$ cat src/rtl/scfg_pkg.sv
package scfg_pkg;
  // register addresses whose fields are decoded inside the block
  localparam int unsigned A_RX_DIV  = 0;
  localparam int unsigned A_TX_DIV  = 1;
  localparam int unsigned A_RX_REF  = 2;
  localparam int unsigned A_TX_REF  = 3;
  localparam int unsigned A_CTRL    = 4;
  localparam int unsigned A_RX_PWR  = 5;
  localparam int unsigned A_TX_PWR  = 6;
  // control register bit positions
  localparam int unsigned C_TX_SEL  = 0;
  localparam int unsigned C_PIN_EN  = 1;
  localparam int unsigned C_LOCK_TX = 2;

  typedef struct packed {
    logic tx_sel;
    logic pin_en;
    logic lock_tx;
  } ctrl_t;
endpackage

$ cat src/rtl/scfg_sync.sv
module scfg_sync #(
  parameter int unsigned W      = 4,
  parameter int unsigned STAGES = 2
) (
  input  logic         clk,
  input  logic         rst,
  input  logic [W-1:0] d_i,
  output logic [W-1:0] q_o
);
  logic [W-1:0] stg [STAGES];

  always_ff @(posedge clk) begin
    if (rst) begin
      for (int i = 0; i < int'(STAGES); i++) stg[i] <= '0;
    end else begin
      stg[0] <= d_i;
      for (int i = 1; i < int'(STAGES); i++) stg[i] <= stg[i-1];
    end
  end

  assign q_o = stg[STAGES-1];
endmodule

$ cat src/rtl/scfg_shifter.sv
module scfg_shifter #(
  parameter int unsigned WORD_W = 24
) (
  input  logic              clk,
  input  logic              rst,
  input  logic              sclk_s,
  input  logic              sdat_s,
  input  logic              slat_s,
  output logic              commit_o,
  output logic [WORD_W-1:0] word_o,
  output logic              err_o
);
  localparam int unsigned CNT_MAX = WORD_W + 1;
  localparam int unsigned CNT_W   = $clog2(CNT_MAX + 1);

  logic              sclk_d, slat_d;
  logic [WORD_W-1:0] shreg;
  logic [CNT_W-1:0]  cnt;
  logic              sclk_rise, slat_rise;

  assign sclk_rise = sclk_s & ~sclk_d;
  assign slat_rise = slat_s & ~slat_d;

  always_ff @(posedge clk) begin
    if (rst) begin
      sclk_d   <= 1'b0;
      slat_d   <= 1'b0;
      shreg    <= '0;
      cnt      <= '0;
      commit_o <= 1'b0;
      err_o    <= 1'b0;
      word_o   <= '0;
    end else begin
      sclk_d   <= sclk_s;
      slat_d   <= slat_s;
      commit_o <= 1'b0;
      err_o    <= 1'b0;
      if (slat_rise) begin
        if (cnt == CNT_W'(WORD_W)) begin
          commit_o <= 1'b1;
          word_o   <= shreg;
        end else begin
          err_o <= 1'b1;
        end
        cnt <= '0;
      end else if (sclk_rise && !slat_s) begin
        shreg <= {shreg[WORD_W-2:0], sdat_s};
        if (cnt != CNT_W'(CNT_MAX)) cnt <= cnt + 1'b1;
      end
    end
  end

  a_r2_err_one_cycle: assert property (@(posedge clk) disable iff (rst)
    err_o |=> !err_o);
  a_r1_commit_xor_err: assert property (@(posedge clk) disable iff (rst)
    !(commit_o && err_o));
  a_r2_cnt_bound: assert property (@(posedge clk) disable iff (rst)
    cnt <= CNT_W'(CNT_MAX));
endmodule

$ cat src/rtl/scfg_regbank.sv
module scfg_regbank #(
  parameter int unsigned ADDR_W = 3,
  parameter int unsigned PAY_W  = 21
) (
  input  logic                          clk,
  input  logic                          rst,
  input  logic                          wr_i,
  input  logic [ADDR_W-1:0]             addr_i,
  input  logic [PAY_W-1:0]              data_i,
  output logic [(2**ADDR_W)*PAY_W-1:0]  regs_o
);
  localparam int unsigned NREG = 2**ADDR_W;

  logic [PAY_W-1:0] mem [NREG];

  always_ff @(posedge clk) begin
    if (rst) begin
      for (int i = 0; i < int'(NREG); i++) mem[i] <= '0;
    end else if (wr_i) begin
      mem[addr_i] <= data_i;
    end
  end

  for (genvar g = 0; g < NREG; g++) begin : g_flat
    assign regs_o[g*PAY_W +: PAY_W] = mem[g];
  end

  a_r2_hold_without_write: assert property (@(posedge clk) disable iff (rst)
    !wr_i |=> $stable(regs_o));
endmodule

$ cat src/rtl/scfg_decode.sv
module scfg_decode
  import scfg_pkg::*;
#(
  parameter int unsigned ADDR_W = 3,
  parameter int unsigned PAY_W  = 21,
  parameter int unsigned PWR_N  = 6,
  parameter int unsigned DIV_W  = 18,
  parameter int unsigned REF_W  = 15
) (
  input  logic                          clk,
  input  logic                          rst,
  input  logic [(2**ADDR_W)*PAY_W-1:0]  regs_i,
  input  logic                          mode_s,
  input  logic                          rx_lock_i,
  input  logic                          tx_lock_i,
  input  logic                          ext_lock_i,
  output logic                          tx_active_o,
  output logic [PWR_N-1:0]              pwr_en_o,
  output logic [DIV_W-1:0]              div_ratio_o,
  output logic [REF_W-1:0]              ref_ratio_o,
  output logic                          lock_o
);
  logic [PAY_W-1:0] ctrl_w;
  ctrl_t            ctrl;
  logic             sel_tx;

  assign ctrl_w       = regs_i[A_CTRL*PAY_W +: PAY_W];
  assign ctrl.tx_sel  = ctrl_w[C_TX_SEL];
  assign ctrl.pin_en  = ctrl_w[C_PIN_EN];
  assign ctrl.lock_tx = ctrl_w[C_LOCK_TX];
  assign sel_tx       = ctrl.pin_en ? mode_s : ctrl.tx_sel;

  always_ff @(posedge clk) begin
    if (rst) begin
      tx_active_o <= 1'b0;
      pwr_en_o    <= '0;
      div_ratio_o <= '0;
      ref_ratio_o <= '0;
      lock_o      <= 1'b0;
    end else begin
      tx_active_o <= sel_tx;
      if (sel_tx) begin
        pwr_en_o    <= regs_i[A_TX_PWR*PAY_W +: PWR_N];
        div_ratio_o <= regs_i[A_TX_DIV*PAY_W +: DIV_W];
        ref_ratio_o <= regs_i[A_TX_REF*PAY_W +: REF_W];
      end else begin
        pwr_en_o    <= regs_i[A_RX_PWR*PAY_W +: PWR_N];
        div_ratio_o <= regs_i[A_RX_DIV*PAY_W +: DIV_W];
        ref_ratio_o <= regs_i[A_RX_REF*PAY_W +: REF_W];
      end
      lock_o <= ext_lock_i & (ctrl.lock_tx ? tx_lock_i : rx_lock_i);
    end
  end

  a_r5_pin_follow: assert property (@(posedge clk) disable iff (rst)
    $past(ctrl.pin_en) |-> (tx_active_o == $past(mode_s)));
  a_r8_lock_needs_ext: assert property (@(posedge clk) disable iff (rst)
    lock_o |-> $past(ext_lock_i));
  a_r3_reset_state: assert property (@(posedge clk) disable iff (rst)
    $past(rst) |-> (!tx_active_o && pwr_en_o == '0));
endmodule

$ cat src/rtl/serial_cfg_if.sv
module serial_cfg_if #(
  parameter int unsigned WORD_W = 24,
  parameter int unsigned ADDR_W = 3,
  parameter int unsigned PWR_N  = 6,
  parameter int unsigned DIV_W  = 18,
  parameter int unsigned REF_W  = 15,
  parameter int unsigned SYNC_N = 2
) (
  input  logic                                   clk,
  input  logic                                   rst,
  input  logic                                   ser_clk,
  input  logic                                   ser_dat,
  input  logic                                   ser_lat,
  input  logic                                   mode_pin,
  input  logic                                   rx_lock_i,
  input  logic                                   tx_lock_i,
  input  logic                                   ext_lock_i,
  output logic                                   tx_active_o,
  output logic [PWR_N-1:0]                       pwr_en_o,
  output logic [DIV_W-1:0]                       div_ratio_o,
  output logic [REF_W-1:0]                       ref_ratio_o,
  output logic                                   lock_o,
  output logic                                   frame_err_o,
  output logic [(2**ADDR_W)*(WORD_W-ADDR_W)-1:0] regs_o
);
  localparam int unsigned PAY_W = WORD_W - ADDR_W;

  logic [3:0]        async_in, sync_out;
  logic              commit;
  logic [WORD_W-1:0] word;

  assign async_in = {mode_pin, ser_lat, ser_dat, ser_clk};

  scfg_sync #(.W(4), .STAGES(SYNC_N)) u_sync (
    .clk (clk), .rst (rst), .d_i (async_in), .q_o (sync_out)
  );

  scfg_shifter #(.WORD_W(WORD_W)) u_shift (
    .clk      (clk),
    .rst      (rst),
    .sclk_s   (sync_out[0]),
    .sdat_s   (sync_out[1]),
    .slat_s   (sync_out[2]),
    .commit_o (commit),
    .word_o   (word),
    .err_o    (frame_err_o)
  );

  scfg_regbank #(.ADDR_W(ADDR_W), .PAY_W(PAY_W)) u_bank (
    .clk    (clk),
    .rst    (rst),
    .wr_i   (commit),
    .addr_i (word[ADDR_W-1:0]),
    .data_i (word[WORD_W-1:ADDR_W]),
    .regs_o (regs_o)
  );

  scfg_decode #(
    .ADDR_W(ADDR_W), .PAY_W(PAY_W), .PWR_N(PWR_N), .DIV_W(DIV_W), .REF_W(REF_W)
  ) u_dec (
    .clk         (clk),
    .rst         (rst),
    .regs_i      (regs_o),
    .mode_s      (sync_out[3]),
    .rx_lock_i   (rx_lock_i),
    .tx_lock_i   (tx_lock_i),
    .ext_lock_i  (ext_lock_i),
    .tx_active_o (tx_active_o),
    .pwr_en_o    (pwr_en_o),
    .div_ratio_o (div_ratio_o),
    .ref_ratio_o (ref_ratio_o),
    .lock_o      (lock_o)
  );
endmodule

$ cat config.mk
export PLATFORM = sky130hd
export DESIGN_NAME = serial_cfg_if
export DESIGN_NICKNAME = d
export VERILOG_FILES = /design/src/rtl/scfg_pkg.sv /design/src/rtl/scfg_sync.sv /design/src/rtl/scfg_shifter.sv /design/src/rtl/scfg_regbank.sv /design/src/rtl/scfg_decode.sv /design/src/rtl/serial_cfg_if.sv
export SDC_FILE = /design/constraint.sdc
export NUM_CORES = 1
export LEC_CHECK = 0
export BUFFER_PORTS_ARGS = -buffer_cell sky130_fd_sc_hd__buf_4
export CELL_PAD_IN_SITES_DETAIL_PLACEMENT = 0
export CELL_PAD_IN_SITES_GLOBAL_PLACEMENT = 1
export CORE_MARGIN = 3
export CORE_UTILIZATION = 39
export DETAILED_ROUTE_END_ITERATION = 8
export GPL_TIMING_DRIVEN = 0
export PLACE_DENSITY_LB_ADDON = 0.1
export SETUP_SLACK_MARGIN = 0.02
export SYNTH_ARGS = -nofsm -noshare
export SYNTH_HDL_FRONTEND = slang
export SYNTH_SLANG_ARGS = --single-unit
$ cat constraint.sdc
create_clock -name clk -period 2.9 [get_ports clk]
set_clock_uncertainty 0.1 [all_clocks]
set_input_delay 0.435 -clock clk [delete_from_list [all_inputs] [get_ports clk]]
set_output_delay 0.435 -clock clk [all_outputs]
set_load 0.01 [all_outputs]
==> results of run 1 <==
worst paths after layout:
check                                                     from                             end  slack [ps]  depth (start not counted)
worst max-delay path            u_shift.word_o[2]$_SDFFE_PP0P_  u_bank.mem[0][5]$_SDFFCE_PN0P_         450                          4
worst min-delay path                                  mode_pin     u_sync.stg[0][3]$_SDFF_PP0_          20                          2
worst max register to register  u_shift.word_o[2]$_SDFFE_PP0P_  u_bank.mem[0][5]$_SDFFCE_PN0P_         450                          4
worst min register to register     u_sync.stg[0][2]$_SDFF_PP0_     u_sync.stg[0][6]$_SDFF_PP0_         340                          1
through the flow:
step           total power [mW]  std cells  setup WS, ps  TNS, ps  hold WS (ps)
2_1_floorplan              4.67        822          -229   -14450           314
3_3_place_gp               5.03       1369         -1330  -126700           323
4_1_cts                    8.58       1432           440        0         0.657
5_1_grt                    8.77       1432           328        0          16.8
3_5_place_dp               5.04       1375           243        0           323
6_report                   8.50       1432           450        0          17.5
routing by layer:
layer	vias up	share of wire
li1	3273	-
met1	3213	0.44
met2	185	0.48
met3	46	0.053
met4	0	0.026
met5	-	0
power breakdown:
part           internal [mW]  switching, mW  leakage [nW]  total [mW]
Clock                   2.06           1.48         0.445        3.54
Combinational          0.258          0.327          2.25       0.585
Sequential              4.29         0.0739          2.46        4.37
flip-flops by register name (all words and copies together) (netlist names):
signal and count:
u_bank.mem 168, u_dec.div_ratio_o 18, u_dec.lock_o 1, u_dec.pwr_en_o 6
u_dec.ref_ratio_o 15, u_dec.tx_active_o 1, u_shift.cnt 5, u_shift.commit_o 1
u_shift.err_o 1, u_shift.sclk_d 1, u_shift.shreg 24, u_shift.slat_d 1
u_shift.word_o 24, u_sync.stg 8
worst max-delay path, delay by kind of cell (launching register included):
family | cells | cell delay [ps]
and+or+nand+nor | 3 | 1420
buffers and inverters | 1 | 200
DFF | 1 | 340
layout make-up:
| type | count | area (um^2) |
|---|---|---|
| fill | 2290 | 12200 |
| tap | 330 | 413 |
| clock buffer | 39 | 783 |
| multi-input combinational | 495 | 2760 |
| timing repair buffer | 226 | 1750 |
| buffer | 49 | 229 |
| clock inverter | 15 | 125 |
| inverter | 4 | 15.0 |
| sequential | 274 | 7170 |
cells by family after synthesis:
family          after synthesis
simple gates                388
flops                       274
compound gates               74
buf+inv                      53
mux                          30
fa+ha+maj                     3
cells in the final DEF, fill, tap and decap left out, types with 4 or more instances in the layout:
master / instances
clkbuf_1: 35
clkinv_2: 6
nand2_1: 176
and2_1: 169
buf_2: 12
nor2b_1: 11
o21ai_2: 6
nand3_1: 6
nor2_1: 4
clkbuf_16: 29
clkinv_1: 5
buf_4: 219
buf_1: 5
a21oi_1: 64
dfxtp_1: 106
buf_8: 6
edfxtp_1: 168
mux2i_1: 28
repair_timing:
item,in CTS,in global routing
resized for setup,0,0
buffers inserted,0,0
hold buffers,3,0
hold endpoints to repair,3,0
==> impl_metrics.yaml, run 1 <==
synth:
  synth_top_area_frac: 0.497
  synthesis.area_mm2: 0.0101
  yosys-top-cells-area: "edfxtp_1 (50%), dfxtp_1 (21%), and2_1 (10%), nand2_1 (6.5%), a21oi_1 (3.2%)"
  ys_warn_count: 0
  yosys-top-cells-count: "nand2_1 (176), and2_1 (169), edfxtp_1 (168)"
  ys_ff_latch: 274
  synth_compound_area_frac: 0.0380
  syn_nets: 834
  yosysMostFrequentCell: "nand2_1"
  yosysUniqueCellTypes: 37
  synth.mux.area_fraction: 0.0298
  synth_enable_flop_cells: 168
  synth_top_family_by_area: "simple AND/OR/NAND/NOR gates"
  synthAdderAreaFrac: 0.00370
  synth-xor-area-share: 0
  synthArstFlopShare: 0
  yosys.area.top_type: "edfxtp_1"
  syn_avg_cell_area_um2: 12.3
  syn-instance-count: 822
  yosys.area_share.simple: 0.198
  ys.flop_type: "edfxtp_1"
  seq_area_frac_synth: 0.706
power:
  p_per_area_mw_per_mm2: 642
  vdd_drop_max_v: 0.000360
  p_leak_nw: 5.15
sta:
  slew_violations: 0
  relSlewSlack: 0.302
  period_share: 0.845
  rsz0062_at_grt: "no"
  layout_min_cycle_time_ps: 2450
  hold_violations: 0
  fmax_mhz: 408
  tightestPinTransition_ps: 1050
  setup_viol: 0
global_routing:
  grt_max_degree: 22
  grtUsageTotal: 0.184
  overflow: 0
  busiest_layer: "met2"
  antenna_found_initial: 0
  use_met3: 0.0340
  grt_pass1_wl_um: 40200
  grt_pass1_vias: 6555
  use_met2: 0.317
  met1_usage: 0.241
die:
  num_rows: 58
  dieArea_mm2: 0.0280
  ioPinCount: 219
  die_y_um: 167
  initial_utilization: 0.400
  design.core.area_mm2: 0.0254
  die_w_um: 167
route:
  vias: 6717
  drt-total-wl_um: 26300
  drc: 0
  post_drt_wl_per_cell_um: 18.3
  drt-pass1-iter-count: 4
  drt-vias-per-instance: 4.69
  drt-initial-drc-count: 418
  ant_nets: 0
clock_tree:
  h-tree-depth: 1
  clk_latency_ps: 540
  clock_sinks: 274
  cts_tree: "done"
  clock_tree.buffer_depth: 3
  numCtsBuffers: 29
  clkTransAtPathRegs_ps: 60
  cts_root_buf: "clkbuf_16"
final_layout:
  antenna-diode-count: 0
  post-route-util: 0.521
  area_delta_synth_final_pct: 30.5
  nNetsFinal: 1091
  layout-drive-gt1-share: 0.270
  fin_area_mm2: 0.0132
setup_path:
  path_class: "flip-flop to flip-flop"
  critPathMaxStageDelay_ps: 840
  cp-end-kind: "flip-flop"
  cp_cell_sequence: "or3b_1 -> buf_2 -> nor3_4 -> or2_1"
  worst_setup_path_start_kind: "flip-flop"
  path_max_fanout: 21
  critPathSlowestCell: "or2_1"
  crit_arrival_ps: 2510
  worstPathRequired_ps: 2960
hold_path:
  hp-class: "input pin to flip-flop"
place:
  port_buffers: 217
  dpl-instance-area_mm2: 0.0123
  dp_hpwl_um: 18800
  gp_congestion: 0.785
status:
  status: "finished, final reports clean"
run:
  maxCapViolCount: 0
Note: power is estimated with default switching activity, not from simulation.
==> inputs of run 2 (changes only) <==
CORE_UTILIZATION = 43   (was 39)
clock period = 2.5 ns   (was 2.9 ns; I/O delays follow)
==> run 2 against run 1 <==
  * Fmax rose by 4.8%
  * Sequential power rose by 16%
  * Non-clock buffer count fell by 1
  * Register-to-register slack got worse by 290 ps
  * Critical path type unchanged
  * Largest cell class unchanged
  * Highest routed layer unchanged
==> impl_metrics.yaml, run 2 (synthesis gave the netlist of run 1 again) <==
status:
  status: "finished, final reports clean"
setup_path:
  crit_start: "u_shift.word_o[2]$_SDFFE_PP0P_"
  worstPathRequired_ps: 2530
  crit_arrival_ps: 2370
  path_max_fanout: 21
  r2r_start: "u_shift.word_o[2]$_SDFFE_PP0P_"
  critical_path.n_buffers_inverters: 1
  cp_cell_sequence: "or3b_1 -> buf_2 -> o21ai_2"
  path_class: "flip-flop to flip-flop"
  cp_top_family: "compound AO/OA/AOI/OAI gates"
  critPathSlowestCell: "o21ai_2"
  cp-end-kind: "flip-flop"
  worst_setup_path_start_kind: "flip-flop"
  critPathMaxStageDelay_ps: 910
route:
  drt-pass1-iter-count: 4
  vias: 6624
  drt-vias-per-instance: 4.69
  ant_nets: 0
  drt-initial-drc-count: 439
  drc: 0
  drt-total-wl_um: 25800
  post_drt_wl_per_cell_um: 18.3
sta:
  hold_violations: 0
  fmax_mhz: 428
  rsz0062_at_grt: "no"
  tightestPinTransition_ps: 1140
  layout_min_cycle_time_ps: 2340
  setup_viol: 0
  slew_violations: 0
  post-route-worst-setup-slack_ps: 162
  period_share: 0.935
  relSlewSlack: 0.243
  finalSetupTns_ps: 0
place:
  port_buffers: 217
  dpl_worst_slack_ps: -93.2
  dp_hpwl_um: 18400
  gp_congestion: 0.799
clock_tree:
  cts_root_buf: "clkbuf_16"
  clk_latency_ps: 530
  clock_sinks: 274
  clkTransAtPathRegs_ps: 60
  cts_tree: "done"
  numCtsBuffers: 28
  h-tree-depth: 1
  cts_setup_buffers: 0
  clock_tree.buffer_depth: 3
die:
  die_y_um: 160
  ioPinCount: 219
  initial_utilization: 0.443
  design.core.area_mm2: 0.0229
  dieArea_mm2: 0.0255
  die_w_um: 160
  num_rows: 55
final_layout:
  area_delta_synth_final_pct: 30.2
  post-route-util: 0.577
  layout_commonest_cell: "buf_4"
  largest_reg_flops: 168
  regMostFlops: "u_bank.mem"
  mostFrequentLayoutCells: "buf_4 (219), nand2_1 (176), and2_1 (169)"
  fillers: 1971
  antenna-diode-count: 0
  largest_registers: "u_bank.mem: 168 flops, u_shift.shreg: 24 flops, u_shift.word_o: 24 flops"
  layout-drive-gt1-share: 0.272
  nNetsFinal: 1089
hold_path:
  hp-class: "input pin to flip-flop"
  holdCritStartpoint: "rst"
global_routing:
  grt_pass1_vias: 6467
  grt_pass1_wl_um: 39000
  antenna_found_initial: 1
  grtUsageTotal: 0.195
  overflow: 0
  grt_max_degree: 22
run:
  maxCapViolCount: 0
power:
  p_leak_nw: 5.15
  p_per_area_mw_per_mm2: 743
  vdd_drop_max_v: 0.000584
[run 2: cell types whose count changed in the layout (fill, tap and decap cells not counted), sizes merged]
cell,before,now
dlygate4sd3,3,5
bufinv,2,1
buf,245,242
clkinvlp,1,0
inv,5,4
clkbuf,66,68
clkinv,11,10
[run 2: through the flow]
| step | cells | power, mW | hold slack (ps) | area (um^2) |
|---|---|---|---|---|
| after CTS | 1412 | 9.90 | 129 | 13200 |
| after global placement | 1352 | 5.83 | 317 | 12200 |
| after detailed placement | 1355 | 5.84 | 322 | 12200 |
| after floorplan | 822 | 5.42 | 314 | 10200 |
| final | 1412 | 9.82 | 143 | 13200 |
| after global routing | 1412 | 10.1 | 141 | 13200 |
[run 2: worst min-delay path, cell delays in order]
cell and delay, ps:
buf_6 110, inv_2 90, nand2_1 100, a21oi_1 40
[run 2: cell type report]
class,instances,area (um^2),share of cell area
flip-flops and latches,274,7170,0.542
multi-input cells,495,2770,0.210
repair buffers,225,1720,0.130
clock buffers,41,836,0.0633
well taps,313,392,0.0296
plain buffers,49,229,0.0173
clock inverters,11,77.6,0.00587
inverters,4,15.0,0.00114
[run 2: worst paths after layout]
path                                      to  slack, ps  depth (start not counted)
min reg2reg    u_shift.shreg[0]$_SDFFE_PP0P_        330                          2
max          u_bank.mem[3][11]$_SDFFCE_PN0P_        160                          3
min              u_shift.cnt[3]$_SDFFE_PP0P_        140                          4
max reg2reg  u_bank.mem[3][11]$_SDFFCE_PN0P_        160                          3
[run 2: repair_timing]
item,CTS,global route
gates resized for setup,0,3
hold endpoints to repair,5,0
setup endpoints to repair,0,63
hold buffers,5,0
[run 2: routing by layer]
metal | GRT usage | wire [um]
met4 | 0.0573 | 663
met3 | 0.0301 | 1290
met5 | 0 | 0
met1 | 0.259 | 11100
met2 | 0.334 | 12700
[run 2: report_power, final]
group	internal [mW]	leakage (nW)	switching (mW)
clock network	2.42	0.460	1.66
logic	0.296	2.23	0.375
registers	4.98	2.46	0.0882
total	7.69	5.15	2.13
==> inputs of run 3 (changes only) <==
CELL_PAD_IN_SITES_DETAIL_PLACEMENT = 2   (was 0)
CELL_PAD_IN_SITES_GLOBAL_PLACEMENT = 2   (was 1)
CORE_UTILIZATION = 36   (was 43)
==> run 3 against run 2 <==
  * Sequential share of layout area decreased by 0.60 points
  * Cell count increased by 4.6%
  * Non-clock buffer count decreased by 1
  * Hold slack got worse by 130 ps
  * Combinational power increased by 5.1%
  * Critical path depth increased by 1
  * Clock power increased by 8.6%
  * Core utilization decreased by 8.8 points
  * First-iteration DRC count decreased by 23%
  * Wire length increased by 27%
==> impl_metrics.yaml, run 3 (synthesis gave the netlist of run 1 again) <==
status:
  status: "finished, final reports clean"
die:
  num_rows: 60
  dieArea_mm2: 0.0302
  design.core.area_mm2: 0.0273
  die_w_um: 174
  ioPinCount: 219
  die_y_um: 174
  initial_utilization: 0.371
setup_path:
  path_class: "flip-flop to flip-flop"
  cp-end-kind: "flip-flop"
  critPathMaxStageDelay_ps: 570
  crit_arrival_ps: 2380
  worst_setup_path_start_kind: "flip-flop"
  critical_path.n_buffers_inverters: 1
  cp_cell_sequence: "or3b_1 -> buf_2 -> nor3_4 -> or2_2"
  worstPathRequired_ps: 2600
  path_max_fanout: 21
  critPathSlowestCell: "or2_2"
  cp_top_family: "simple AND/OR/NAND/NOR gates"
global_routing:
  overflow: 0
  grtUsageTotal: 0.214
  antenna_found_initial: 0
  grt_pass1_wl_um: 49900
  grt_pass1_vias: 7812
  grt_max_degree: 22
sta:
  rsz0062_at_grt: "no"
  post-route-worst-setup-slack_ps: 215
  slew_violations: 0
  period_share: 0.914
  layout_min_cycle_time_ps: 2280
  setup_viol: 0
  relSlewSlack: 0.448
  fmax_mhz: 438
  tightestPinTransition_ps: 824
  hold_violations: 0
route:
  post_drt_wl_per_cell_um: 22.2
  drc: 0
  drt-initial-drc-count: 336
  drt-total-wl_um: 32800
  ant_nets: 0
  vias: 7080
  drt-pass1-iter-count: 5
  drt-vias-per-instance: 4.79
final_layout:
  regMostFlops: "u_bank.mem"
  fin_area_mm2: 0.0134
  largest_registers: "u_bank.mem: 168 flops, u_shift.shreg: 24 flops, u_shift.word_o: 24 flops"
  post-route-util: 0.489
  nNetsFinal: 1091
  mostFrequentLayoutCells: "buf_4 (219), nand2_1 (176), and2_1 (169)"
  area_delta_synth_final_pct: 31.7
  layout-drive-gt1-share: 0.277
  largest_reg_flops: 168
  layout_commonest_cell: "buf_4"
clock_tree:
  clk_latency_ps: 550
  h-tree-depth: 1
  cts_setup_buffers: 0
  clock_tree.buffer_depth: 3
  cts_root_buf: "clkbuf_16"
  clkTransAtPathRegs_ps: 60
  clock_sinks: 274
  cts_tree: "done"
  numCtsBuffers: 31
power:
  vdd_drop_max_v: 0.000381
  power_mw: 10.2
  p_per_area_mw_per_mm2: 764
  p_leak_nw: 5.18
run:
  maxCapViolCount: 0
place:
  gp_congestion: 0.740
  dp_hpwl_um: 23800
  port_buffers: 217
  dpl_worst_slack_ps: -233
  dpl-instance-area_mm2: 0.0123
hold_path:
  hp-class: "input pin to flip-flop"
[run 3: changes by cell type in the layout (fill, tap and decap cells not counted), sizes merged]
| cell | previous run | this run |
|---|---|---|
| dlygate4sd3 | 5 | 4 |
| clkinv | 10 | 17 |
| bufinv | 1 | 3 |
| clkinvlp | 0 | 3 |
| clkbuf | 68 | 61 |
| inv | 4 | 5 |
| diode | 0 | 1 |
[run 3: final cells by class]
type | count | area [um^2]
Antenna cell | 1 | 2.50
Buffer | 49 | 229
Clock buffer | 34 | 787
Clock inverter | 24 | 201
Fill cell | 2761 | 14000
Inverter | 4 | 15.0
Multi-Input combinational cell | 495 | 2780
Sequential cell | 274 | 7170
Tap cell | 372 | 465
Timing Repair Buffer | 224 | 1710
[run 3: repair_timing]
item | CTS | global route
setup endpoints to repair | 84 | 0
resized for setup | 4 | 0
hold buffers | 4 | 0
endpoints found under the hold margin | 4 | 0
[run 3: stage by stage]
stage                     hold WS (ps)  TNS, ps  cells
after floorplan                    314    -9640    822
after global placement             320   -58120   1411
after detailed placement           328   -14150   1414
after CTS                         6.47        0   1476
after global routing              2.45        0   1476
final                             12.0        0   1477
[run 3: worst paths after layout]
check / slack, ps / to / start / cells past startpoint
worst min-delay path: 10 / u_dec.lock_o$_SDFF_PP0_ / ext_lock_i / 2
worst max register to register: 220 / u_bank.mem[0][18]$_SDFFCE_PN0P_ / u_shift.word_o[2]$_SDFFE_PP0P_ / 4
worst max-delay path: 220 / u_bank.mem[0][18]$_SDFFCE_PN0P_ / u_shift.word_o[2]$_SDFFE_PP0P_ / 4
worst min register to register: 340 / u_sync.stg[0][6]$_SDFF_PP0_ / u_sync.stg[0][2]$_SDFF_PP0_ / 1
[run 3: layer usage]
| metal | track usage | vias up | wire length (um) |
|---|---|---|---|
| met5 | 0 | - | 0 |
| met4 | 0.0516 | 0 | 741 |
| met3 | 0.0330 | 47 | 1340 |
| met2 | 0.393 | 167 | 17300 |
| met1 | 0.264 | 3588 | 13500 |
| li1 | - | 3278 | - |
[run 3: power breakdown]
part / switching, mW / internal (mW) / leakage [nW] / total (mW)
sequential: 0.0985 / 4.98 / 2.46 / 5.08
combinational: 0.409 / 0.296 / 2.23 / 0.705
clock: 1.85 / 2.57 / 0.490 / 4.43
